### config.mk
export PLATFORM = sky130hd
export DESIGN_NAME = lcd_refresh_seq
export DESIGN_NICKNAME = d
export VERILOG_FILES = /design/src/rtl/lcd_seq_pkg.sv /design/src/rtl/lcd_cmd_rom.sv /design/src/rtl/lcd_fb_fetch.sv /design/src/rtl/lcd_refresh_seq.sv
export SDC_FILE = /design/constraint.sdc
export NUM_CORES = 1
export LEC_CHECK = 0
export BUFFER_PORTS_ARGS = -buffer_cell sky130_fd_sc_hd__buf_2
export CAP_MARGIN = 30
export CORE_ASPECT_RATIO = 1.4
export CORE_MARGIN = 10
export CORE_UTILIZATION = 35
export DETAILED_ROUTE_END_ITERATION = 16
export HOLD_SLACK_MARGIN = 0.06
export PLACE_DENSITY_LB_ADDON = 0.1
export SYNTH_ARGS = -nofsm -noshare
export SYNTH_HDL_FRONTEND = slang
export SYNTH_SLANG_ARGS = --single-unit
export TNS_END_PERCENT = 10
### constraint.sdc
create_clock -name clk -period 5.9 [get_ports clk]
set_input_delay 0 -clock clk [delete_from_list [all_inputs] [get_ports clk]]
set_output_delay 0 -clock clk [all_outputs]
set_load 0.01 [all_outputs]
### src/rtl/lcd_seq_pkg.sv
package lcd_seq_pkg;

    typedef enum logic [1:0] {
        BK_SETUP = 2'd0,
        BK_PAGE  = 2'd1,
        BK_PIXEL = 2'd2
    } burst_e;

    typedef enum logic {
        PH_GAP   = 1'b0,
        PH_SHIFT = 1'b1
    } phase_e;

    localparam int SETUP_LEN    = 14;
    localparam int PAGE_CMD_LEN = 3;

    // Setup command stream; bytes 6 and 13 depend on the display enable
    function automatic logic [7:0] setup_byte(input int unsigned idx, input logic on);
        logic [7:0] b;
        case (idx)
            0:       b = 8'hA2;
            1:       b = 8'h2F;
            2:       b = 8'hA4;
            3:       b = 8'hA6;
            4:       b = 8'h40;
            5:       b = 8'h81;
            6:       b = on ? 8'h3F : 8'h00;
            7:       b = 8'hA0;
            8:       b = 8'h27;
            9:       b = 8'hC8;
            10:      b = 8'hF8;
            11:      b = 8'h00;
            12:      b = 8'hE3;
            13:      b = on ? 8'hAF : 8'hAE;
            default: b = 8'h00;
        endcase
        return b;
    endfunction

    // Page select followed by column address zero (high then low nibble)
    function automatic logic [7:0] page_cmd_byte(input int unsigned idx, input logic [3:0] page);
        logic [7:0] b;
        case (idx)
            0:       b = {4'hB, page};
            1:       b = 8'h10;
            default: b = 8'h00;
        endcase
        return b;
    endfunction

endpackage

### src/rtl/lcd_cmd_rom.sv
module lcd_cmd_rom
    import lcd_seq_pkg::*;
#(
    parameter int IDX_W  = 4,
    parameter int PAGE_W = 3
) (
    input  burst_e              kind,
    input  logic [IDX_W-1:0]    idx,
    input  logic [PAGE_W-1:0]   page,
    input  logic                disp_on,
    output logic [7:0]          cmd_byte
);

    logic [3:0] page4;

    generate
        if (PAGE_W >= 4) begin : g_page_trim
            assign page4 = page[3:0];
        end else begin : g_page_pad
            assign page4 = {{(4 - PAGE_W){1'b0}}, page};
        end
    endgenerate

    always_comb begin
        if (kind == BK_SETUP) begin
            cmd_byte = setup_byte(int'(idx), disp_on);
        end else begin
            cmd_byte = page_cmd_byte(int'(idx), page4);
        end
    end

endmodule

### src/rtl/lcd_fb_fetch.sv
module lcd_fb_fetch (
    input  logic       clk,
    input  logic       rst,
    input  logic       rd_issued,
    input  logic [7:0] rd_data,
    output logic [7:0] fetched
);

    typedef struct packed {
        logic       pend;
        logic [7:0] data;
    } fetch_t;

    fetch_t f_d, f_q;

    always_comb begin
        f_d      = f_q;
        f_d.pend = rd_issued;
        if (f_q.pend) begin
            f_d.data = rd_data;
        end
    end

    always_ff @(posedge clk) begin
        if (rst) begin
            f_q <= '0;
        end else begin
            f_q <= f_d;
        end
    end

    assign fetched = f_q.data;

endmodule

### src/rtl/lcd_refresh_seq.sv
module lcd_refresh_seq
    import lcd_seq_pkg::*;
#(
    parameter int HALF_DIV     = 50,
    parameter int NUM_PAGES    = 8,
    parameter int ACTIVE_WIDTH = 128,
    parameter int ROW_WIDTH    = 128,
    parameter int ADDR_W       = $clog2(NUM_PAGES * ROW_WIDTH)
) (
    input  logic              clk,
    input  logic              rst,
    input  logic              disp_on,
    output logic              lcd_cs_n,
    output logic              lcd_sclk,
    output logic              lcd_sdo,
    output logic              lcd_dc,
    output logic              fb_rd_en,
    output logic [ADDR_W-1:0] fb_addr,
    input  logic [7:0]        fb_rd_data,
    output logic              frame_done
);

    localparam int GAP_LAST  = 2 * HALF_DIV - 1;
    localparam int HALF_LAST = HALF_DIV - 1;
    localparam int CNT_W     = $clog2(2 * HALF_DIV);
    localparam int MAX_LEN   = (ACTIVE_WIDTH > SETUP_LEN) ? ACTIVE_WIDTH : SETUP_LEN;
    localparam int IDX_W     = $clog2(MAX_LEN);
    localparam int PAGE_W    = (NUM_PAGES > 1) ? $clog2(NUM_PAGES) : 1;
    localparam int PAGE_LAST = NUM_PAGES - 1;

    typedef struct packed {
        phase_e              phase;
        burst_e              kind;
        logic [PAGE_W-1:0]   page;
        logic [CNT_W-1:0]    cnt;
        logic [2:0]          bitn;
        logic [IDX_W-1:0]    idx;
        logic [7:0]          shreg;
        logic                cs_n;
        logic                sclk;
        logic                dc;
        logic                rd_en;
        logic [ADDR_W-1:0]   addr;
        logic                on;
        logic                done;
    } seq_t;

    seq_t st_d, st_q;

    logic [IDX_W-1:0] rom_idx;
    logic [7:0]       rom_byte;
    logic [7:0]       fetched;
    logic [IDX_W-1:0] idx_last;

    // Byte index into the command stream for the next byte to be loaded
    always_comb begin
        if (st_q.phase == PH_GAP) begin
            rom_idx = '0;
        end else begin
            rom_idx = st_q.idx + IDX_W'(1);
        end
    end

    always_comb begin
        case (st_q.kind)
            BK_SETUP: idx_last = IDX_W'(SETUP_LEN - 1);
            BK_PAGE:  idx_last = IDX_W'(PAGE_CMD_LEN - 1);
            default:  idx_last = IDX_W'(ACTIVE_WIDTH - 1);
        endcase
    end

    lcd_cmd_rom #(
        .IDX_W  (IDX_W),
        .PAGE_W (PAGE_W)
    ) i_cmd_rom (
        .kind     (st_q.kind),
        .idx      (rom_idx),
        .page     (st_q.page),
        .disp_on  (st_q.on),
        .cmd_byte (rom_byte)
    );

    lcd_fb_fetch i_fb_fetch (
        .clk       (clk),
        .rst       (rst),
        .rd_issued (st_q.rd_en),
        .rd_data   (fb_rd_data),
        .fetched   (fetched)
    );

    function automatic logic [ADDR_W-1:0] pix_addr(input logic [PAGE_W-1:0] pg,
                                                   input int unsigned col);
        return ADDR_W'(int'(pg) * ROW_WIDTH + int'(col));
    endfunction

    always_comb begin
        st_d       = st_q;
        st_d.rd_en = 1'b0;
        st_d.done  = 1'b0;

        if (st_q.phase == PH_GAP) begin
            // Select line settles one cycle after chip select has gone high
            st_d.dc = (st_q.kind == BK_PIXEL);
            if (st_q.kind == BK_PIXEL && st_q.cnt == '0) begin
                st_d.rd_en = 1'b1;
                st_d.addr  = pix_addr(st_q.page, 0);
            end
            if (st_q.cnt == CNT_W'(GAP_LAST)) begin
                st_d.phase = PH_SHIFT;
                st_d.cs_n  = 1'b0;
                st_d.sclk  = 1'b0;
                st_d.cnt   = '0;
                st_d.bitn  = '0;
                st_d.idx   = '0;
                st_d.shreg = (st_q.kind == BK_PIXEL) ? fetched : rom_byte;
                if (st_q.kind == BK_SETUP) begin
                    st_d.on = disp_on;
                end
            end else begin
                st_d.cnt = st_q.cnt + CNT_W'(1);
            end
        end else begin
            // Prefetch the following pixel byte at the start of each byte
            if (st_q.kind == BK_PIXEL && !st_q.sclk && st_q.cnt == '0 &&
                st_q.bitn == '0 && st_q.idx != idx_last) begin
                st_d.rd_en = 1'b1;
                st_d.addr  = pix_addr(st_q.page, int'(st_q.idx) + 1);
            end
            if (st_q.cnt == CNT_W'(HALF_LAST)) begin
                st_d.cnt = '0;
                if (!st_q.sclk) begin
                    st_d.sclk = 1'b1;
                end else begin
                    st_d.sclk = 1'b0;
                    if (st_q.bitn != 3'd7) begin
                        st_d.bitn  = st_q.bitn + 3'd1;
                        st_d.shreg = {st_q.shreg[6:0], 1'b0};
                    end else if (st_q.idx != idx_last) begin
                        st_d.bitn  = '0;
                        st_d.idx   = st_q.idx + IDX_W'(1);
                        st_d.shreg = (st_q.kind == BK_PIXEL) ? fetched : rom_byte;
                    end else begin
                        st_d.phase = PH_GAP;
                        st_d.cs_n  = 1'b1;
                        case (st_q.kind)
                            BK_SETUP: begin
                                st_d.kind = BK_PAGE;
                                st_d.page = '0;
                            end
                            BK_PAGE: begin
                                st_d.kind = BK_PIXEL;
                            end
                            default: begin
                                if (st_q.page == PAGE_W'(PAGE_LAST)) begin
                                    st_d.kind = BK_SETUP;
                                    st_d.page = '0;
                                    st_d.done = 1'b1;
                                end else begin
                                    st_d.kind = BK_PAGE;
                                    st_d.page = st_q.page + PAGE_W'(1);
                                end
                            end
                        endcase
                    end
                end
            end else begin
                st_d.cnt = st_q.cnt + CNT_W'(1);
            end
        end
    end

    always_ff @(posedge clk) begin
        if (rst) begin
            st_q       <= '0;
            st_q.phase <= PH_GAP;
            st_q.kind  <= BK_SETUP;
            st_q.cs_n  <= 1'b1;
            st_q.on    <= 1'b1;
        end else begin
            st_q <= st_d;
        end
    end

    assign lcd_cs_n   = st_q.cs_n;
    assign lcd_sclk   = st_q.sclk;
    assign lcd_sdo    = st_q.shreg[7];
    assign lcd_dc     = st_q.dc;
    assign fb_rd_en   = st_q.rd_en;
    assign fb_addr    = st_q.addr;
    assign frame_done = st_q.done;

endmodule

==> results.tsv, run 1 <==
metric	value	unit
status	finished clean	
final worst setup slack	2.64	ns
Buf/Inv on CP	0	
Die Width	103	um
row cnt	42	
pwr dens	193	nW/um^2
Seq/Total Area, Yosys	0.334	
Simple-Gate Fraction of Synth Area	0.267	
Seq cells post-synth	56	
end of the worst hold path	st_q[27]	
RSZ-0062 raised after global routing	no	
worst-margin pin slew	0.927	ns
worst hold path class	input pin to flop	
core area	9410	um^2
crit path max fanout	24	
CP required	6.11	ns
Leakage Power	1.39	nW
P&R area growth vs syn	10.1	%
Mapped Nets	443	
NumNets Final	451	
DRT Pass-1 Iters	4	
Post-DRT Antenna Nets	0	
ANT cells	0	
CTS buffer count	5	
first-pass GRT wire length	15800	um
top-area cell type share of the netlist area	0.334	
switching share of power	0.216	
Clock Latency Late Sink	0.30	ns
dominant synthesized flop cell	dfxtp_1	
Max Clk Rate	0.307	GHz
hold path depth	3	
mux cell area share after synthesis	0.0507	
Root Buffer	clkbuf_16	
post-CTS setup buffer count	0	
Switch Pwr	0.154	mW
Worst Min Path Start	rst	
PortBufs	26	
Synth top cells by count	56 x dfxtp_1, 55 x nor2_1, 39 x nand2_1, 19 x a21oi_1, 19 x clkbuf_1	
Synth warnings	0	
clock power share	0.433	
clock transition at the registers of the reported paths	0.07	ns
H-tree levels	2	
DRT iter0 DRCs	240	
initial antenna violation count	0	
largest net degree at the start of global routing	44	
HPWL reported at the end of detailed placement	6730	um
Post-synth ARST share	0	
count leader, synth	dfxtp_1	
DRC viols	0	
chip height	136	um
number of flip-flops in the largest register	31	
Post-Syn Area	3360	um^2
DRT Wirelength	9330	um
Yosys cell types	65	
Synth Area in Compound Gates	0.209	
Final GP Congestion	0.842	
Post-Synth Adder-Cell Area	0.0335	
CP delay by family, top	compound AO/OA/AOI/OAI gates	
main combinational cell family by area after synthesis	simple AND/OR/NAND/NOR gates	
vias in the first global route	3023	
skew final	0.00915	ns
Wirelength per Cell	17.2	um
largest area contributor in the netlist	dfxtp_1	
internal power	0.560	mW
All-Layer GR Usage	0.142	
Remaining Overflow, GRT	0	
Critical R2R Capture	st_q[22]	
startpoint types	flop	
register share of total power	0.534	
XOR/XNOR share of the synthesized area	0.0313	
endpoints failing setup	0	
Register-to-Register Path Depth	7	
die footprint	14000	um^2
final max-slew violation count	0	
fill count	991	
I/O pin count	27	
Largest Register	st_q	
total clock sinks	56	
initial core utilization	0.357	
R2R setup slack	2.64	ns
crit end category	flop	
layout cells sized above 1	0.118	
Worst Hold Slack	0.234	ns
CP Class	flop to flop	
fin crit share	0.552	
Post-synth EDFFs	0	
Hold Violations, Final	0	
CTS tree	yes	
Worst slew margin	0.365	
reg2reg start	st_q[24]	
critical path's slowest cell	dfxtp_1	
Avg Inst Size Synth	7.94	um^2
# Max-Cap Violations	0	
Area contributors post-synth	dfxtp_1 33%, nor2_1 6.1%, mux2i_1 5.1%	
Via density	5.59	
crit path cell chain	ha_1, nand3_1, nand3b_1, a311oi_1, nand2_1, a31o_2, a221oi_1	
slowest cell delay on critical path	0.83	ns
Max VDD drop	0.148	mV
worst path arrival time	3.47	ns
Vias	3029	
Longest Clk Path Bufs	2	
worst slack at placement	2.73	ns
utilization after layout	0.393	
min Tclk post-route	3.26	ns
setup_tns	0	ns
Mapped Cells	423	
logic gate share of total power	0.033	
## power groups by stage
stage | clock, mW | combinational, mW | sequential (mW)
4_1_cts | 0.322 | 0.0241 | 0.381
6_report | 0.309 | 0.0234 | 0.381
3_3_place_gp | 0 | 0.0196 | 0.390
3_5_place_dp | 0 | 0.0194 | 0.390
2_1_floorplan | 0 | 0.0122 | 0.390
5_1_grt | 0.336 | 0.0267 | 0.381
## layout by cell type (no fill, tap or decap), drive strengths merged, types with 7 or more instances in the layout
| cell | Yosys | final |
|---|---|---|
| dfxtp | 56 | 56 |
| nor2 | 56 | 56 |
| nand2 | 40 | 40 |
| buf | 19 | 30 |
| a21oi | 20 | 20 |
| o21ai | 18 | 18 |
| nand3 | 17 | 17 |
| mux2i | 17 | 17 |
| inv | 14 | 14 |
| nor3 | 12 | 12 |
| nand2b | 11 | 11 |
| ha | 9 | 9 |
| dlygate4sd3 | 0 | 9 |
| a31oi | 8 | 8 |
| nand4 | 7 | 7 |
| a211oi | 7 | 7 |
| xnor2 | 7 | 7 |
| or3 | 7 | 7 |
| clkbuf | 19 | 7 |
## routing by layer
metal	track usage	up-vias	routed length, um
li1	-	1525	-
met1	0.173	1422	4150
met2	0.241	66	4640
met3	0.0279	16	370
met4	0.0481	0	172
met5	0	-	0
## cells by family after synthesis
group / after synthesis
simple gates: 179
compound gates: 98
flops: 56
buf+inv: 52
mux: 17
xor+xnor: 12
fa+ha+maj: 9
## per-stage QoR
stage               total power, mW  area (um^2)  cells
floorplan                     0.402         3360    423
global placement              0.410         3450    524
detailed placement            0.409         3460    525
CTS                           0.727         3700    542
global route                  0.744         3700    542
finish                        0.714         3700    542
## area by class of cell
cell class,instances,area [um^2],share of cell area
Multi-Input combinational cell,315,1980,0.537
Tap cell,110,138,0.0372
Clock buffer,7,143,0.0386
Inverter,14,52.6,0.0142
Sequential cell,56,1120,0.303
Timing Repair Buffer,39,250,0.0677
Clock inverter,1,7.51,0.00203
## repair_timing
action	CTS	global route
gates resized for setup	0	0
endpoints found under the setup margin	0	0
endpoints found under the hold margin	9	0
hold buffers	9	0
## worst max-delay path by stage
stage / startpoint / to / slack (ns) / cells after the start
after floorplan: st_q[29] / st_q[41] / 3.73 / 7
after global placement: st_q[24] / fb_addr[9] / 2.79 / 6
after detailed placement: st_q[24] / st_q[22] / 2.73 / 7
after CTS: st_q[24] / st_q[22] / 2.72 / 7
after global routing: st_q[24] / st_q[22] / 2.45 / 7
final: st_q[24] / st_q[22] / 2.64 / 7
## worst reg2reg max path: stages (launching register included)
cell and delay [ns]:
dfxtp_1 0.83, ha_1 0.62, nand3_1 0.31, nand3b_1 0.27, a311oi_1 0.50, nand2_1 0.16, a31o_2 0.25, a221oi_1 0.22
No activity file was read; power rests on OpenSTA's default activity.
==> inputs of run 2 (changes only) <==
- ABC_AREA: default -> 1
- clock period: 5.9 -> 3 ns (I/O delays scaled with it)
==> run 2 against run 1 <==
  * Clock power rose by 92%
  * Cell count is 11% higher
  * Maximum frequency up 36%
  * Core utilization grew 0.28 points
  * Highest routed layer unchanged
==> results.tsv, run 2 <==
metric	value	unit	change
P&R area growth vs syn	11.8	%	
DRT Wirelength	8220	um	-12%
startpoint types	flop		
endpoints failing setup	0		unchanged
largest net degree at the start of global routing	26		-41%
Post-Syn Area	3160	um^2	-5.9%
skew final	0.00621	ns	-0.00294 ns
Post-DRT Antenna Nets	0		unchanged
Avg Inst Size Synth	6.74	um^2	-15%
crit end category	flop		
hold path depth	2		-1
initial antenna violation count	0		unchanged
worst path arrival time	2.61	ns	-0.86 ns
# Max-Cap Violations	0		unchanged
Root Buffer	clkbuf_16		
Longest Clk Path Bufs	2		unchanged
Max Clk Rate	0.419	GHz	+36%
core area	8930	um^2	-5.1%
Worst slew margin	0.509		+0.145
GRT met3 Usage	0.0266		-0.00137
ANT cells	0		unchanged
Leakage Power	1.55	nW	+11%
top-area cell type share of the netlist area	0.355		+0.0209
Worst Min Path Start	rst		
Worst Setup SP	st_q[24]		
DRC viols	0		unchanged
first-pass GRT wire length	14000	um	-12%
Synth top cells by count	96 x nand2_1, 64 x nor2_1, 57 x inv_1, 56 x dfxtp_1, 39 x a21oi_1		
final max-slew violation count	0		unchanged
NumNets Final	512		+14%
worst-margin pin slew	0.736	ns	-0.191 ns
Seq cells post-synth	56		unchanged
Yosys cell types	35		-46%
reg2reg start	st_q[24]		
fin crit share	0.796		+0.244
Mapped Nets	489		+10%
largest area contributor in the netlist	dfxtp_1		
Final GP Congestion	0.848		+0.70%
H-tree levels	2		unchanged
pwr dens	391	nW/um^2	+100%
HPWL reported at the end of detailed placement	6310	um	-6.2%
Multi-input gate area	1640	um^2	-17%
total clock sinks	56		unchanged
Vias	2881		-4.9%
Mapped Cells	469		+11%
PortBufs	26		unchanged
DRT iter0 DRCs	144		-40%
gr busiest metal	met2		
Area contributors post-synth	dfxtp_1 35%, nand2_1 11%, nor2_1 7.6%		
Largest Register	st_q		
Die Width	100	um	-2.4%
worst hold path class	input pin to flop		
die footprint	13300	um^2	-4.9%
crit path max fanout	15		-38%
GR met1 Demand/Resource	0.148		-0.0249
Clock Latency Late Sink	0.30	ns	about the same
Post-synth ARST share	0		unchanged
RSZ-0062 raised after global routing	no		
utilization after layout	0.396		+0.00279
Remaining Overflow, GRT	0		unchanged
CP Class	flop to flop		
CP required	3.23	ns	-2.88 ns
fill count	1002		+1.1%
Max VDD drop	0.304	mV	+100%
CTS buffer count	5		unchanged
CTS tree	yes		
dominant synthesized flop cell	dfxtp_1		
met2 usage	0.222		-0.0193
row cnt	41		-2.4%
clock transition at the registers of the reported paths	0.07	ns	about the same
All-Layer GR Usage	0.127		-0.0145
number of flip-flops in the largest register	31		unchanged
setup_tns	0	ns	unchanged
status	finished clean		
most frequent cells in the layout	96 x nand2_1, 64 x nor2_1, 57 x inv_1, 56 x dfxtp_1, 39 x a21oi_1		
chip height	132	um	-2.6%
DRT Pass-1 Iters	6		+2
count leader, synth	nand2_1		
Synth warnings	0		unchanged
layout cells sized above 1	0.132		+0.0138
Hold Violations, Final	0		unchanged
vias in the first global route	2868		-5.1%
Post-synth EDFFs	0		unchanged
min Tclk post-route	2.39	ns	-0.867 ns
sequential cell area	1120	um^2	unchanged
Register-to-Register Path Depth	17		+10
Seq/Total Area, Yosys	0.355		+0.0209
Wirelength per Cell	13.7	um	-20%
initial core utilization	0.354		-0.00294
Via density	4.80		-14%
commonest non-fill, non-tap cell in the layout	nand2_1		
I/O pin count	27		unchanged
## run 2: changes by cell type in the layout (fill, tap and decap cells not counted), sizes merged, moves of 5 or more
| cell | change |
|---|---|
| a21oi | +19 |
| inv | +52 |
| nor2 | +15 |
| or3 | -7 |
| xnor2 | -5 |
| nand2 | +62 |
| nor3 | -7 |
| a31oi | -8 |
| o21ai | +22 |
| mux2i | -17 |
| nand2b | -11 |
| nand3 | +10 |
## run 2: power breakdown
part	total (mW)	switching [mW]	internal [mW]
clock network	0.592	0.279	0.312
registers	0.749	0.00323	0.746
logic	0.0408	0.0226	0.0182
## run 2: path summary, 6_finish.rpt
| kind | endpoint | slack (ns) |
|---|---|---|
| setup reg to reg | st_q[21] | 0.61 |
| hold / removal | i_fb_fetch.f_q[8] | 0.16 |
| hold reg to reg | i_fb_fetch.f_q[8] | 0.43 |
| setup / recovery | st_q[21] | 0.61 |
## run 2: logic make-up after synthesis
logic type | synth area share
simple gates | 0.314
compound gates | 0.157
buf+inv | 0.125
flops | 0.355
fa+ha+maj | 0.0356
xor+xnor | 0.0139
## run 2: cell type report
class                   instances  area share
clock buffers                   6      0.0365
flip-flops and latches         56       0.317
repair buffers                 38      0.0687
multi-input cells             325       0.465
inverters                      66      0.0701
clock inverters                 2     0.00390
well taps                     107      0.0379
## run 2: layer usage
metal,vias to the layer above,routed length (um)
met4,0,101
met3,5,233
li1,1541,-
met2,35,4360
met1,1300,3520
met5,-,0
## run 2: stage by stage
step / setup slack (ns) / power (mW) / std cells / cell area (um^2) / hold slack (ns)
2_1_floorplan: 1.06 / 0.786 / 469 / 3160 / 0.135
3_3_place_gp: 0.594 / 0.799 / 583 / 3300 / 0.225
3_5_place_dp: 0.618 / 0.799 / 583 / 3300 / 0.227
4_1_cts: 0.594 / 1.40 / 600 / 3530 / 0.179
5_1_grt: 0.345 / 1.44 / 600 / 3530 / 0.213
6_report: 0.611 / 1.38 / 600 / 3530 / 0.160
## run 2: timing repair
action,in CTS,in global routing
endpoints found under the hold margin,9,0
hold buffers,9,0
gates resized for setup,0,0
buffers inserted,0,0
## run 2: critical path: stages, from the launching register on
cell	delay, ns
dfxtp_1	0.46
ha_1	0.23
nand2_2	0.11
nor2_4	0.13
nand3_2	0.10
nand2_1	0.09
nor2_2	0.06
nor2_4	0.30
o21ai_0	0.25
nand2_1	0.12
nor2_1	0.04
nand2_1	0.06
nand2_1	0.05
nand2_1	0.05
nand2_1	0.04
nand2_1	0.06
nand2_1	0.05
a21oi_1	0.11
